**src/rtl/nbc_pkg.sv**
```systemverilog
package nbc_pkg;

   typedef enum logic [1:0] {
      ST_IDLE = 2'd0,
      ST_BUS  = 2'd1,
      ST_DONE = 2'd2
   } seq_state_t;

   typedef enum logic [1:0] {
      RG_NONE = 2'd0,
      RG_PROM = 2'd1,
      RG_RAM  = 2'd2
   } region_t;

   localparam logic [1:0] PW_BYTE = 2'd0;
   localparam logic [1:0] PW_HALF = 2'd1;

   // bytes moved by one sub-transfer
   function automatic logic [2:0] beat_bytes(input logic [1:0] pw);
      case (pw)
         PW_BYTE: beat_bytes = 3'd1;
         PW_HALF: beat_bytes = 3'd2;
         default: beat_bytes = 3'd4;
      endcase
   endfunction

   // index of the final sub-transfer
   function automatic logic [1:0] final_beat(input logic [1:0] pw);
      case (pw)
         PW_BYTE: final_beat = 2'd3;
         PW_HALF: final_beat = 2'd1;
         default: final_beat = 2'd0;
      endcase
   endfunction

endpackage

```
**src/rtl/nbc_decode.sv**
```systemverilog
module nbc_decode
   import nbc_pkg::*;
#(
   parameter int NBANK    = 5,
   parameter int BANK_LSB = 20,
   parameter int AREA_W   = 3,
   parameter logic [AREA_W-1:0] PROM_TAG = '0,
   parameter logic [AREA_W-1:0] RAM_TAG  = 3'b010
) (
   input  logic [31:0]      addr,
   output region_t          region,
   output logic [1:0]       prom_sel,
   output logic [NBANK-1:0] bank_sel
);
   localparam int BANK_IW  = $clog2(NBANK);
   localparam int HALF_BIT = 31 - AREA_W;

   logic [AREA_W-1:0]  area;
   logic [BANK_IW-1:0] bidx;
   logic               bank_ok;
   logic [NBANK-1:0]   bank_hit;
   logic               unused_addr_bits;

   assign area             = addr[31 -: AREA_W];
   assign bidx             = addr[BANK_LSB +: BANK_IW];
   assign bank_ok          = (int'(bidx) < NBANK);
   assign unused_addr_bits = ^addr;

   always_comb begin
      region = RG_NONE;
      if (area == PROM_TAG)
         region = RG_PROM;
      else if (area == RAM_TAG && bank_ok)
         region = RG_RAM;
   end

   assign prom_sel = (region != RG_PROM) ? 2'b00 :
                     (addr[HALF_BIT] ? 2'b10 : 2'b01);

   for (genvar b = 0; b < NBANK; b++) begin : g_bank
      assign bank_hit[b] = (bidx == BANK_IW'(b));
      assign bank_sel[b] = (region == RG_RAM) && bank_hit[b];
   end

endmodule

```
**src/rtl/nbc_seq.sv**
```systemverilog
module nbc_seq
   import nbc_pkg::*;
#(
   parameter int ADDR_W = 28,
   parameter int WS_W   = 4,
   parameter int NBANK  = 5
) (
   input  logic              clk,
   input  logic              rst,
   input  logic              req_valid,
   input  logic              req_write,
   input  logic [ADDR_W-1:0] req_addr,
   input  region_t           region,
   input  logic [1:0]        prom_sel_in,
   input  logic [NBANK-1:0]  bank_sel_in,
   input  logic [1:0]        cfg_prom_pw,
   input  logic [1:0]        cfg_ram_pw,
   input  logic [WS_W-1:0]   cfg_prom_rws,
   input  logic [WS_W-1:0]   cfg_prom_wws,
   input  logic [WS_W-1:0]   cfg_ram_rws,
   input  logic [WS_W-1:0]   cfg_ram_wws,
   output logic              req_ready,
   output logic              bus_read,
   output logic              bus_write,
   output logic [ADDR_W-1:0] bus_addr,
   output logic [1:0]        prom_cs,
   output logic [NBANK-1:0]  ram_sel,
   output logic [1:0]        beat_pw,
   output logic              start,
   output logic              beat_end
);
   seq_state_t        state;
   logic              wr_r;
   logic [1:0]        pw_r;
   logic [WS_W-1:0]   ws_r;
   logic [WS_W-1:0]   wcnt_r;
   logic [1:0]        beat_r;
   logic [ADDR_W-1:0] addr_r;
   logic [1:0]        prom_r;
   logic [NBANK-1:0]  ram_r;
   logic [1:0]        pw_in;
   logic [WS_W-1:0]   ws_in;
   logic              unused_lo;
   logic              in_bus;

   assign unused_lo = ^req_addr[1:0];

   always_comb begin
      if (region == RG_PROM) begin
         pw_in = cfg_prom_pw;
         ws_in = req_write ? cfg_prom_wws : cfg_prom_rws;
      end else begin
         pw_in = cfg_ram_pw;
         ws_in = req_write ? cfg_ram_wws : cfg_ram_rws;
      end
   end

   assign in_bus   = (state == ST_BUS);
   assign start    = (state == ST_IDLE) && req_valid;
   assign beat_end = in_bus && (wcnt_r == '0);

   always_ff @(posedge clk) begin
      if (rst) begin
         state  <= ST_IDLE;
         wr_r   <= 1'b0;
         pw_r   <= '0;
         ws_r   <= '0;
         wcnt_r <= '0;
         beat_r <= '0;
         addr_r <= '0;
         prom_r <= '0;
         ram_r  <= '0;
      end else begin
         case (state)
            ST_IDLE: if (req_valid) begin
               wr_r <= req_write;
               if (region == RG_NONE) begin
                  state <= ST_DONE;
               end else begin
                  state  <= ST_BUS;
                  pw_r   <= pw_in;
                  ws_r   <= ws_in;
                  wcnt_r <= ws_in;
                  beat_r <= '0;
                  addr_r <= {req_addr[ADDR_W-1:2], 2'b00};
                  prom_r <= prom_sel_in;
                  ram_r  <= bank_sel_in;
               end
            end
            ST_BUS: begin
               if (wcnt_r != '0) begin
                  wcnt_r <= wcnt_r - 1'b1;
               end else if (beat_r == final_beat(pw_r)) begin
                  state <= ST_DONE;
               end else begin
                  beat_r <= beat_r + 1'b1;
                  wcnt_r <= ws_r;
                  addr_r <= addr_r + ADDR_W'(beat_bytes(pw_r));
               end
            end
            default: state <= ST_IDLE;
         endcase
      end
   end

   assign req_ready = (state == ST_DONE);
   assign bus_read  = in_bus && !wr_r;
   assign bus_write = in_bus && wr_r;
   assign bus_addr  = addr_r;
   assign prom_cs   = in_bus ? prom_r : 2'b00;
   assign ram_sel   = in_bus ? ram_r : '0;
   assign beat_pw   = pw_r;

endmodule

```
**src/rtl/nbc_lanes.sv**
```systemverilog
module nbc_lanes
   import nbc_pkg::*;
#(
   parameter int DATA_W = 32
) (
   input  logic              clk,
   input  logic              rst,
   input  logic              start,
   input  logic              beat_end,
   input  logic [1:0]        pw,
   input  logic [DATA_W-1:0] wdata,
   input  logic [DATA_W-1:0] rd_in,
   output logic [DATA_W-1:0] wr_lanes,
   output logic [DATA_W-1:0] asm_word
);
   localparam int NB = DATA_W / 8;

   logic [DATA_W-1:0] wsh;
   logic [2:0]        nbytes;

   assign nbytes = beat_bytes(pw);

   always_ff @(posedge clk) begin
      if (rst) begin
         wsh      <= '0;
         asm_word <= '0;
      end else if (start) begin
         wsh      <= wdata;
         asm_word <= '0;
      end else if (beat_end) begin
         case (pw)
            PW_BYTE: begin
               wsh      <= {wsh[DATA_W-9:0], 8'h00};
               asm_word <= {asm_word[DATA_W-9:0], rd_in[DATA_W-1 -: 8]};
            end
            PW_HALF: begin
               wsh      <= {wsh[DATA_W-17:0], 16'h0000};
               asm_word <= {asm_word[DATA_W-17:0], rd_in[DATA_W-1 -: 16]};
            end
            default: asm_word <= rd_in;
         endcase
      end
   end

   // lane i counted from the bottom; narrow ports occupy the top lanes
   for (genvar i = 0; i < NB; i++) begin : g_lane
      logic used;
      assign used = (3'(NB - 1 - i) < nbytes);
      assign wr_lanes[8*i +: 8] = used ? wsh[8*i +: 8] : 8'h00;
   end

endmodule

```
**src/rtl/narrow_bus_ctrl.sv**
```systemverilog
module narrow_bus_ctrl
   import nbc_pkg::*;
#(
   parameter int ADDR_W   = 28,
   parameter int DATA_W   = 32,
   parameter int NBANK    = 5,
   parameter int BANK_LSB = 20,
   parameter int WS_W     = 4
) (
   input  logic              clk,
   input  logic              rst,
   input  logic              req_valid,
   input  logic              req_write,
   input  logic [31:0]       req_addr,
   input  logic [DATA_W-1:0] req_wdata,
   output logic              req_ready,
   output logic [DATA_W-1:0] resp_rdata,
   input  logic [1:0]        cfg_prom_pw,
   input  logic [1:0]        cfg_ram_pw,
   input  logic [WS_W-1:0]   cfg_prom_rws,
   input  logic [WS_W-1:0]   cfg_prom_wws,
   input  logic [WS_W-1:0]   cfg_ram_rws,
   input  logic [WS_W-1:0]   cfg_ram_wws,
   output logic [ADDR_W-1:0] bus_addr,
   output logic [DATA_W-1:0] bus_wdata,
   output logic              bus_oe,
   input  logic [DATA_W-1:0] bus_rdata,
   output logic              bus_read,
   output logic              bus_write,
   output logic [1:0]        prom_cs,
   output logic [NBANK-1:0]  ram_sel
);
   localparam int BANK_IW = $clog2(NBANK);

   if (DATA_W != 32) begin : g_bad_data_w
      $error("narrow_bus_ctrl: DATA_W must be 32");
   end
   if (ADDR_W < 4 || ADDR_W > 32) begin : g_bad_addr_w
      $error("narrow_bus_ctrl: ADDR_W out of range");
   end
   if (NBANK < 2 || BANK_LSB + BANK_IW > 29) begin : g_bad_bank
      $error("narrow_bus_ctrl: bank field does not fit the RAM area");
   end
   if (WS_W < 1) begin : g_bad_ws
      $error("narrow_bus_ctrl: WS_W must be positive");
   end

   region_t          region;
   logic [1:0]       prom_sel;
   logic [NBANK-1:0] bank_sel;
   logic [1:0]       beat_pw;
   logic             start;
   logic             beat_end;
   logic [DATA_W-1:0] wr_lanes;

   nbc_decode #(
      .NBANK   (NBANK),
      .BANK_LSB(BANK_LSB)
   ) u_decode (
      .addr    (req_addr),
      .region  (region),
      .prom_sel(prom_sel),
      .bank_sel(bank_sel)
   );

   nbc_seq #(
      .ADDR_W(ADDR_W),
      .WS_W  (WS_W),
      .NBANK (NBANK)
   ) u_seq (
      .clk         (clk),
      .rst         (rst),
      .req_valid   (req_valid),
      .req_write   (req_write),
      .req_addr    (req_addr[ADDR_W-1:0]),
      .region      (region),
      .prom_sel_in (prom_sel),
      .bank_sel_in (bank_sel),
      .cfg_prom_pw (cfg_prom_pw),
      .cfg_ram_pw  (cfg_ram_pw),
      .cfg_prom_rws(cfg_prom_rws),
      .cfg_prom_wws(cfg_prom_wws),
      .cfg_ram_rws (cfg_ram_rws),
      .cfg_ram_wws (cfg_ram_wws),
      .req_ready   (req_ready),
      .bus_read    (bus_read),
      .bus_write   (bus_write),
      .bus_addr    (bus_addr),
      .prom_cs     (prom_cs),
      .ram_sel     (ram_sel),
      .beat_pw     (beat_pw),
      .start       (start),
      .beat_end    (beat_end)
   );

   nbc_lanes #(
      .DATA_W(DATA_W)
   ) u_lanes (
      .clk     (clk),
      .rst     (rst),
      .start   (start),
      .beat_end(beat_end),
      .pw      (beat_pw),
      .wdata   (req_wdata),
      .rd_in   (bus_rdata),
      .wr_lanes(wr_lanes),
      .asm_word(resp_rdata)
   );

   assign bus_oe    = bus_write;
   assign bus_wdata = bus_oe ? wr_lanes : '0;

endmodule

```
**config.mk**
```make
export PLATFORM = sky130hd
export DESIGN_NAME = narrow_bus_ctrl
export DESIGN_NICKNAME = d
export VERILOG_FILES = /design/src/rtl/nbc_pkg.sv /design/src/rtl/nbc_decode.sv /design/src/rtl/nbc_seq.sv /design/src/rtl/nbc_lanes.sv /design/src/rtl/narrow_bus_ctrl.sv
export SDC_FILE = /design/constraint.sdc
export NUM_CORES = 1
export LEC_CHECK = 0
export ABC_AREA = 1
export BUFFER_PORTS_ARGS = -buffer_cell sky130_fd_sc_hd__buf_4
export CAP_MARGIN = 20
export CORE_MARGIN = 3
export CORE_UTILIZATION = 30
export DETAILED_ROUTE_END_ITERATION = 10
export GPL_TIMING_DRIVEN = 1
export SYNTH_ARGS = -nofsm -noshare
export SYNTH_HDL_FRONTEND = slang
export SYNTH_SLANG_ARGS = --single-unit
export TNS_END_PERCENT = 100
```
**constraint.sdc**
```tcl
create_clock -name clk -period 4.25 [get_ports clk]
set_input_delay 0.2125 -clock clk [delete_from_list [all_inputs] [get_ports clk]]
set_output_delay 0.2125 -clock clk [all_outputs]
set_load 0.01 [all_outputs]
```
* Yosys cells after proc, flatten, opt, wreduce, memory -nomap -nowiden
Index checks and enable logic that the tools add are counted.
Cells by class: reductions and logical operators 28, $add $sub $neg 3, bitwise operators 1, equal/unequal tests 18, $lt $le $gt $ge 5, muxes and demuxes 48
Operators with widths (number):
- 32-bit one-hot mux with 2 select lines | 2
- 28-bit 2-to-1 mux | 4
- 32-bit 2-to-1 mux | 3
- 28-bit one-hot mux with 2 select lines | 1
- 2-bit 2-to-1 mux | 17
- 8-bit 2-to-1 mux | 4
- 28-bit by 3-bit adder with 28-bit output | 1
- 4-bit 2-to-1 mux | 7
- 3-bit 2-to-1 mux | 4
- 2-bit one-hot mux with 2 select lines | 3
- 1-bit logical AND | 10
- 2-bit != test, second input constant | 5
- 3-bit by 2-bit equality test with 1-bit output, second input constant | 3
- 4-bit one-hot mux with 2 select lines | 1
- 2-bit by 1-bit equality test with 1-bit output, second input constant | 3
- 2-bit logical NOT | 3
- 3-bit logical NOT | 2
- 1-bit by 3-bit < comparator with 1-bit output, first input constant | 2
- 2-bit by 3-bit < comparator with 1-bit output, first input constant | 2
- 3-bit one-hot mux with 2 select lines | 1
- 3-bit AND reduction | 2
- 5-bit 2-to-1 mux | 1
- 5-bit AND reduction | 1
- 2-bit equality test, second input constant | 2
- other kinds (17) | 19
Storage, ports and cells: output and inout port bits 103, input port bits 120, register bits after elaboration 114

* Depth between registers and ports, before layout
Gate-level depths: netlist (run 1).
word-level depth 14, gate-level depth with buffers 17, depth with buffers taken out 17

* Hierarchy
A second synthesis (run 1) with hierarchy kept.
Unflattened totals: cell total of the unflattened synthesis 1305, area total of the unflattened synthesis 7563.5 um2
By module, submodules not included:
- nbc_lanes | area each 3877.5 um2, cells an instance 659, times used 1
- nbc_seq | area each 3305.7 um2, cells an instance 555, times used 1
- narrow_bus_ctrl | area each 281.5 um2, cells an instance 68, times used 1
- nbc_decode | area each 98.8 um2, cells an instance 23, times used 1

* Worst setup path before layout (run 1)
No wires, ideal clock.
path type reg2reg, start point register u_seq.pw_r[1] (netlist: u_seq.beat_pw[1]), end point register u_seq.addr_r[15] (netlist: u_seq.bus_addr[15]), clock period less this slack 2.424 ns, required time 4.117 ns, arrival 2.291 ns, slack 1.826 ns, path buffers 3, library setup time 0.133 ns, cell stages (with the launch flop) 17, cell sequence dfxtp_1 > inv_2 > nand2_1 > buf_2 > buf_2 > ha_1 > ha_1 > inv_1 > o21ai_4 > inv_2 > nand2_4 > buf_6 > nand3_1 > nand2_1 > nand3_1 > nand2_1 > a21oi_2
On the way: word-level cells in the longest chain between the ends 10
Ends and longest elaborated chain:
- from (decl) | line nbc_seq.sv:34 | logic [1:0] pw_r;
- from (signal assigned) | line nbc_seq.sv:81 | pw_r <= pw_in;
- 2-bit by 1-bit equality test with 1-bit output or 2-bit logical NOT (tied branches) | line nbc_pkg.sv:20, nbc_pkg.sv:29
- 3-bit one-hot mux with 2 select lines | line nbc_pkg.sv:20 | case (pw)
- 3-bit 2-to-1 mux | line nbc_seq.sv:93 | end else if (beat_r == final_beat(pw_r)) begin
- 3-bit 2-to-1 mux | line nbc_seq.sv:91 | if (wcnt_r != '0) begin
- 3-bit 2-to-1 mux | line nbc_seq.sv:74 | case (state)
- 3-bit 2-to-1 mux | line nbc_seq.sv:63 | if (rst) begin
- 28-bit by 3-bit adder with 28-bit output | line nbc_seq.sv:98 | addr_r <= addr_r + ADDR_W'(beat_bytes(pw_r));
- 28-bit 2-to-1 mux | line nbc_seq.sv:93
- 28-bit 2-to-1 mux | line nbc_seq.sv:91
- 28-bit one-hot mux with 2 select lines | line nbc_seq.sv:74
- to (signal assigned) | line nbc_seq.sv:85 | addr_r <= {req_addr[ADDR_W-1:2], 2'b00};
- to (signal assigned) | line nbc_seq.sv:98
- to (decl) | line nbc_seq.sv:38 | logic [ADDR_W-1:0] addr_r;
Several ways; a longest one is shown, not always the timed one. The select of a mux whose other input is x is not followed. A chain may end at the register's enable or synchronous reset.

* Final worst setup path (run 1)
start point register u_seq.pw_r[0] (netlist: u_seq.beat_pw[0]), end point register u_lanes.wsh[27]
On the way: word-level cells in the longest chain between the ends 4
Ends and longest elaborated chain:
- 2-bit by 1-bit equality test with 1-bit output or 2-bit logical NOT (tied branches) | line nbc_lanes.sv:31 | case (pw)
- 32-bit one-hot mux with 2 select lines | line nbc_lanes.sv:31
- 32-bit 2-to-1 mux | line nbc_lanes.sv:30 | end else if (beat_end) begin
- 32-bit 2-to-1 mux | line nbc_lanes.sv:27 | end else if (start) begin
- to (signal assigned) | line nbc_lanes.sv:28 | wsh <= wdata;
- to (signal assigned) | line nbc_lanes.sv:33 | wsh <= {wsh[DATA_W-9:0], 8'h00};
- to (signal assigned) | line nbc_lanes.sv:37 | wsh <= {wsh[DATA_W-17:0], 16'h0000};
- to (decl) | line nbc_lanes.sv:18 | logic [DATA_W-1:0] wsh;
Several ways; a longest one is shown, not always the timed one. The select of a mux whose other input is x is not followed.

==> results.json, run 1 <==
{
  "max_slew.worst_pin.slew_ns": 0.685,
  "finalNonFillerCells": 1602,
  "resize_count_post_cts": 0,
  "netlist.top_cell.by_area": "dfxtp_1",
  "required_time_reported_for_the_critical_path_endpoint_ns": 4.52,
  "tritonroute_pass_1_iters": 5,
  "iter_0_drt_violations": 527,
  "global_route.usage.total_pct": 19.3,
  "skew_ns": 0.00931,
  "final-max-slew-violation-count": 0,
  "post_synth_instance_area_mm2": 0.00701,
  "io_buffers": 220,
  "period_share_pct": 83.0,
  "clock_tree.htree_level_count": 4,
  "number_of_hold_buffers_added_after_cts": 0,
  "detail_route.wl_per_cell_um": 15.7,
  "synth_nets": 1220,
  "post_synth_inst_count": 1095,
  "path_clk_slew_ns": 0.06,
  "cts_max_path_buffers": 2,
  "via_per_inst": 4.95,
  "clock_tree_from_tritoncts": "built",
  "final_nets": 1401,
  "route.vias.total": 7931,
  "placement.setup.worst_slack_ns": 0.737,
  "seq_area_frac_synth_pct": 32.6,
  "dpl_cell_area_mm2": 0.00877,
  "finalHoldViolCount": 0,
  "start_util_pct": 30.8,
  "antenna_found_initial": 0,
  "clk-insertion-delay-late_ns": 0.42,
  "grt_pass1_vias": 7645,
  "yosys-top-cells-area": "dfxtp_1 (33%), nand2_1 (12%), a21oi_1 (10%), o21ai_0 (8.9%), inv_1 (6.0%)",
  "dp_hpwl_mm": 17.8,
  "drc": 0,
  "synth.yosys.warnings": 0,
  "antennaDiodeCount": 0,
  "async_flop_share_pct": 0,
  "route.final.wire_length_mm": 25.1,
  "critical_path.endpoint_type": "flip-flop",
  "grt_first_pass_wirelength_mm": 40.0,
  "non_filler_cell_area_final_mm2": 0.00943,
  "category_of_the_worst_setup_path_launch_point": "flip-flop",
  "grt_remaining_overflow": 0,
  "finalSetupViolCount": 0,
  "root_driver": "clkbuf_16",
  "total_leakage_power_nw": 4.01,
  "cts_inserted_buffers": 17,
  "flow.area_growth_from_synthesis_pct": 34.6,
  "max-cap-violations": 0,
  "edff_count_synth": 0,
  "crit_type": "flip-flop to flip-flop",
  "synth.top_cell.area_share_pct": 32.6,
  "yosys.cell_types.count": 46,
  "design.die.area_mm2": 0.0252,
  "synth.avg_cell_area_um2": 6.40,
  "rsz0062_at_grt": "no",
  "min_period_ns": 3.53,
  "ys_dominant_reg_cell": "dfxtp_1",
  "num_io_pins": 223,
  "drt.antenna.violating_nets": 0,
  "final_replace_weighted_congestion": 0.870,
  "power-per-cell-area_mw_per_mm2": 359,
  "hold_ws_ns": 0.0533,
  "synth-seq-cells": 114,
  "dpl.cell_count": 1569,
  "cp_max_fo": 48,
  "core.rowCount": 55,
  "min-delay-path-class": "input pin to flip-flop",
  "total_negative_slack_ns": 0,
  "dieWidth_um": 159,
  "cts_setup_buffers": 0,
  "grt_max_degree": 66,
  "core_region_area_mm2": 0.0228,
  "final.setup.worst_slack_ns": 0.722,
  "die-height_um": 159,
  "max_clock_freq_mhz": 283,
  "worstPathArrival_ns": 3.80,
  "outcome": "completed",
  "fraction_of_layout_instances_using_a_drive_strength_above_1_pct": 24.1,
  "peakVddDrop_v": 0.000236,
  "clock_sink_count": 114,
  "max_slew_margin_pct": 54.2
}
## report_power, final
part / switching, mW / total, mW / internal (mW)
Combinational: 0.347 / 0.574 / 0.228
Sequential: 0.0681 / 1.21 / 1.14
Clock: 0.557 / 1.61 / 1.05
## cells in the final DEF, fill, tap and decap left out, drive strengths merged, types with 4 or more instances in the layout
cell / netlist / layout
clkbuf: 39 / 18
a31oi: 13 / 13
buf: 28 / 229
dfxtp: 114 / 114
o22ai: 16 / 16
xor2: 4 / 4
a211oi: 6 / 6
bufinv: 0 / 5
clkinvlp: 0 / 5
inv: 122 / 122
nand3: 58 / 58
o21ai: 132 / 132
ha: 5 / 5
nor3: 20 / 20
clkinv: 0 / 4
a21oi: 151 / 151
nand2: 237 / 237
nand4: 21 / 21
nor2: 108 / 108
## cell type report
type | instances | area [µm²]
clock buffer | 18 | 439
clock inverter | 14 | 211
fill | 2437 | 13300
inverter | 122 | 463
multi-input combinational | 792 | 3920
sequential | 114 | 2280
tap | 313 | 392
timing repair buffer | 229 | 1730
## worst max-delay path: stages, from the launching register on
cell and delay, ns:
dfxtp_1 0.71, nor2_4 0.05, inv_2 0.35, ha_1 0.30
buf_4 0.39, inv_2 0.35, a21oi_2 0.46, inv_2 0.38
o21ai_0 0.29, a21oi_1 0.06
## Yosys cell counts, types with 2 or more instances
cell        n
a211oi_1    3
a211oi_2    3
a21oi_1   145
a21oi_2     6
a22oi_1     2
a31oi_1    13
and2_1      2
buf_1       3
buf_2      11
buf_4       6
buf_6       8
clkbuf_1   39
dfxtp_1   114
ha_1        5
inv_1     112
inv_2       8
inv_4       2
mux2_2      2
mux2i_1     3
nand2_1   225
nand2_2     6
nand2_4     6
nand3_1    55
nand3_2     2
nand3b_1    2
nand4_1    21
nor2_1    104
nor2_2      3
nor3_1     17
nor3_4      3
o21ai_0   124
o21ai_1     7
o22ai_1    16
or2_2       2
xor2_1      4
## sequential cells by signal, indices dropped and copies added, names as in the netlist, 2 cells and up
| register | flops |
|---|---|
| u_lanes.asm_word | 32 |
| u_lanes.wsh | 32 |
| u_seq.beat_pw | 2 |
| u_seq.beat_r | 2 |
| u_seq.bus_addr | 28 |
| u_seq.prom_r | 2 |
| u_seq.ram_r | 5 |
| u_seq.state | 2 |
| u_seq.wcnt_r | 4 |
| u_seq.ws_r | 4 |
## kinds of logic after synthesis
group | Yosys count | share of synthesized area, %
xor+xnor | 4 | 0.500
compound gates | 324 | 24.9
mux | 5 | 0.750
flops | 114 | 32.6
fa+ha+maj | 5 | 0.893
buf+inv | 189 | 11.6
simple gates | 454 | 28.8
## through the flow
stage / power, mW / util [%]
final: 3.39 / 41.4
after global routing: 3.54 / 41.4
after CTS: 3.42 / 41.3
after detailed placement: 1.80 / 38.5
after global placement: 1.79 / 38.5
after floorplan: 1.57 / -
## path summary, 6_finish.rpt
path | from | endpoint | slack, ns | depth (start not counted)
worst max-delay path | u_seq.beat_pw[0]$_SDFFE_PP0P_ | u_lanes.wsh[27]$_SDFFE_PP0P_ | 0.72 | 9
worst min-delay path | req_wdata[5] | u_lanes.wsh[5]$_SDFFE_PP0P_ | 0.05 | 3
worst max register to register | u_seq.beat_pw[0]$_SDFFE_PP0P_ | u_lanes.wsh[27]$_SDFFE_PP0P_ | 0.72 | 9
worst min register to register | u_seq.prom_r[1]$_SDFFE_PP0P_ | u_seq.prom_r[1]$_SDFFE_PP0P_ | 0.46 | 2
## layer usage
layer | vias to the layer above | track usage [%] | part of all wire [%]
met5 | - | 0 | 0
met4 | 0 | 6.29 | 2.1
met3 | 34 | 5.87 | 7.8
met2 | 256 | 31.8 | 46
met1 | 3635 | 24.2 | 44
li1 | 4006 | - | -
No activity file was read; power rests on OpenSTA's default activity.
==> run 2: changes to the inputs <==
==> constraint.sdc (replaced) <==
create_clock -name clk -period 3.6 [get_ports clk]
set_input_delay 0.18 -clock clk [delete_from_list [all_inputs] [get_ports clk]]
set_output_delay 0.18 -clock clk [all_outputs]
set_load 0.01 [all_outputs]
==> results.json, run 2 (synthesized netlist as in run 1, its figures left out) <==
{
  "worstSetupStartpoint": "u_seq.beat_pw[1]$_SDFFE_PP0P_",
  "multi_input_comb_area_mm2": 0.00392,
  "path_clk_slew_ns": 0.06,
  "dieWidth_um": 159,
  "fin_util_pct": 41.8,
  "core.rowCount": 55,
  "category_of_the_worst_setup_path_launch_point": "flip-flop",
  "power-per-cell-area_mw_per_mm2": 430,
  "final_nets": 1406,
  "global_route.usage.total_pct": 19.7,
  "peakVddDrop_v": 0.000259,
  "fraction_of_layout_instances_using_a_drive_strength_above_1_pct": 24.3,
  "max_slew.worst_pin.slew_ns": 0.681,
  "total_leakage_power_nw": 4.07,
  "worstPathArrival_ns": 3.00,
  "cts_inserted_buffers": 17,
  "mostFrequentLayoutCells": "buf_4 (233), nand2_1 (224), a21oi_1 (145)",
  "via_per_inst": 4.94,
  "route.vias.total": 7935,
  "io_buffers": 220,
  "cts_max_path_buffers": 2,
  "clk-insertion-delay-late_ns": 0.42,
  "max_slew_margin_pct": 54.6,
  "max-cap-violations": 0,
  "min_period_ns": 2.66,
  "root_driver": "clkbuf_16",
  "final_replace_weighted_congestion": 0.861,
  "required_time_reported_for_the_critical_path_endpoint_ns": 3.94,
  "tritonroute_pass_1_iters": 5,
  "dpl.cell_count": 1574,
  "finalSetupViolCount": 0,
  "outcome": "completed",
  "grt_first_pass_wirelength_mm": 40.7,
  "antenna_found_initial": 0,
  "setup.worst_path.end": "u_lanes.wsh[15]$_SDFFE_PP0P_",
  "min-delay-path-class": "input pin to flip-flop",
  "final.setup.worst_slack_ns": 0.943,
  "rrSetupSlack_ns": 0.94,
  "finalNonFillerCells": 1607,
  "drc": 0,
  "grt_max_degree": 56,
  "placement.setup.worst_slack_ns": 0.947,
  "grt_pass1_vias": 7757,
  "start_util_pct": 30.8,
  "total_power_mw": 4.09,
  "die-height_um": 159,
  "dp_hpwl_mm": 17.9,
  "worstReg2RegEnd": "u_lanes.wsh[15]$_SDFFE_PP0P_",
  "antennaDiodeCount": 0,
  "cp_max_fo": 48,
  "grt_remaining_overflow": 0,
  "finalHoldViolCount": 0,
  "skew_ns": 0.0115,
  "clock_tree.htree_level_count": 4,
  "flow.area_growth_from_synthesis_pct": 35.7,
  "detail_route.wl_per_cell_um": 15.8,
  "resize_count_post_cts": 0,
  "core_region_area_mm2": 0.0228,
  "design.die.area_mm2": 0.0252,
  "final.fill_count": 2462,
  "clock_sink_count": 114,
  "route.final.wire_length_mm": 25.3,
  "layout.area.seq_mm2": 0.00228,
  "cts_setup_buffers": 0,
  "number_of_hold_buffers_added_after_cts": 0,
  "final-max-slew-violation-count": 0,
  "crit_type": "flip-flop to flip-flop",
  "layout_commonest_cell": "buf_4",
  "max_clock_freq_mhz": 376,
  "drt.antenna.violating_nets": 0,
  "period_share_pct": 73.8,
  "clock_tree_from_tritoncts": "built",
  "r2r_cells": 8,
  "iter_0_drt_violations": 470,
  "r2r_start": "u_seq.beat_pw[1]$_SDFFE_PP0P_",
  "rsz0062_at_grt": "no",
  "critical_path.endpoint_type": "flip-flop",
  "num_io_pins": 223,
  "total_negative_slack_ns": 0
}
## run 2: layout make-up
type                       count  share of cell area (%)
clock inverter                15                    2.70
timing repair buffer         234                    18.7
tap                          313                    4.12
multi-input combinational    792                    41.2
sequential                   114                    24.0
clock buffer                  17                    4.47
inverter                     122                    4.87
## run 2: metrics by stage
| stage | hold WS, ns | instance area [µm²] |
|---|---|---|
| floorplan | 0.329 | 7010 |
| global placement | 0.446 | 8800 |
| finish | 0.0235 | 9510 |
| global route | 0.0217 | 9510 |
| detailed placement | 0.452 | 8800 |
| CTS | 0.00535 | 9480 |
## run 2: worst min-delay path by stage
stage	startpoint	to	cells after the start
global placement	req_wdata[0]	u_lanes.wsh[0]$_SDFFE_PP0P_	3
detailed placement	bus_rdata[9]	u_lanes.asm_word[9]$_SDFFE_PP0P_	3
CTS	req_wdata[1]	u_lanes.wsh[1]$_SDFFE_PP0P_	3
floorplan	req_wdata[0]	u_lanes.wsh[0]$_SDFFE_PP0P_	2
finish	req_wdata[1]	u_lanes.wsh[1]$_SDFFE_PP0P_	3
global route	req_wdata[1]	u_lanes.wsh[1]$_SDFFE_PP0P_	3
## run 2: worst max-delay path, stage by stage (launching register included)
cell     delay (ns)
dfxtp_1        0.31
inv_2          0.22
nand2_2        0.14
ha_1           0.29
inv_2          0.46
a21oi_2        0.26
inv_2          0.56
o21ai_0        0.16
a31oi_1        0.17
## run 2: report_power, final
group,switching (mW),internal (mW),total [mW],leakage (nW)
Clock,0.670,1.31,1.98,0.324
Combinational,0.414,0.273,0.687,2.81
Sequential,0.0766,1.34,1.42,0.929
Total,1.16,2.92,4.09,4.07
## run 2: per-layer routing
| layer | up-vias | GRT usage, % | routed length (µm) |
|---|---|---|---|
| li1 | 4008 | - | - |
| met3 | 28 | 6.31 | 2000 |
| met2 | 247 | 32.9 | 12000 |
| met5 | - | 0 | 0 |
| met1 | 3652 | 24.2 | 10900 |
| met4 | 0 | 5.81 | 418 |
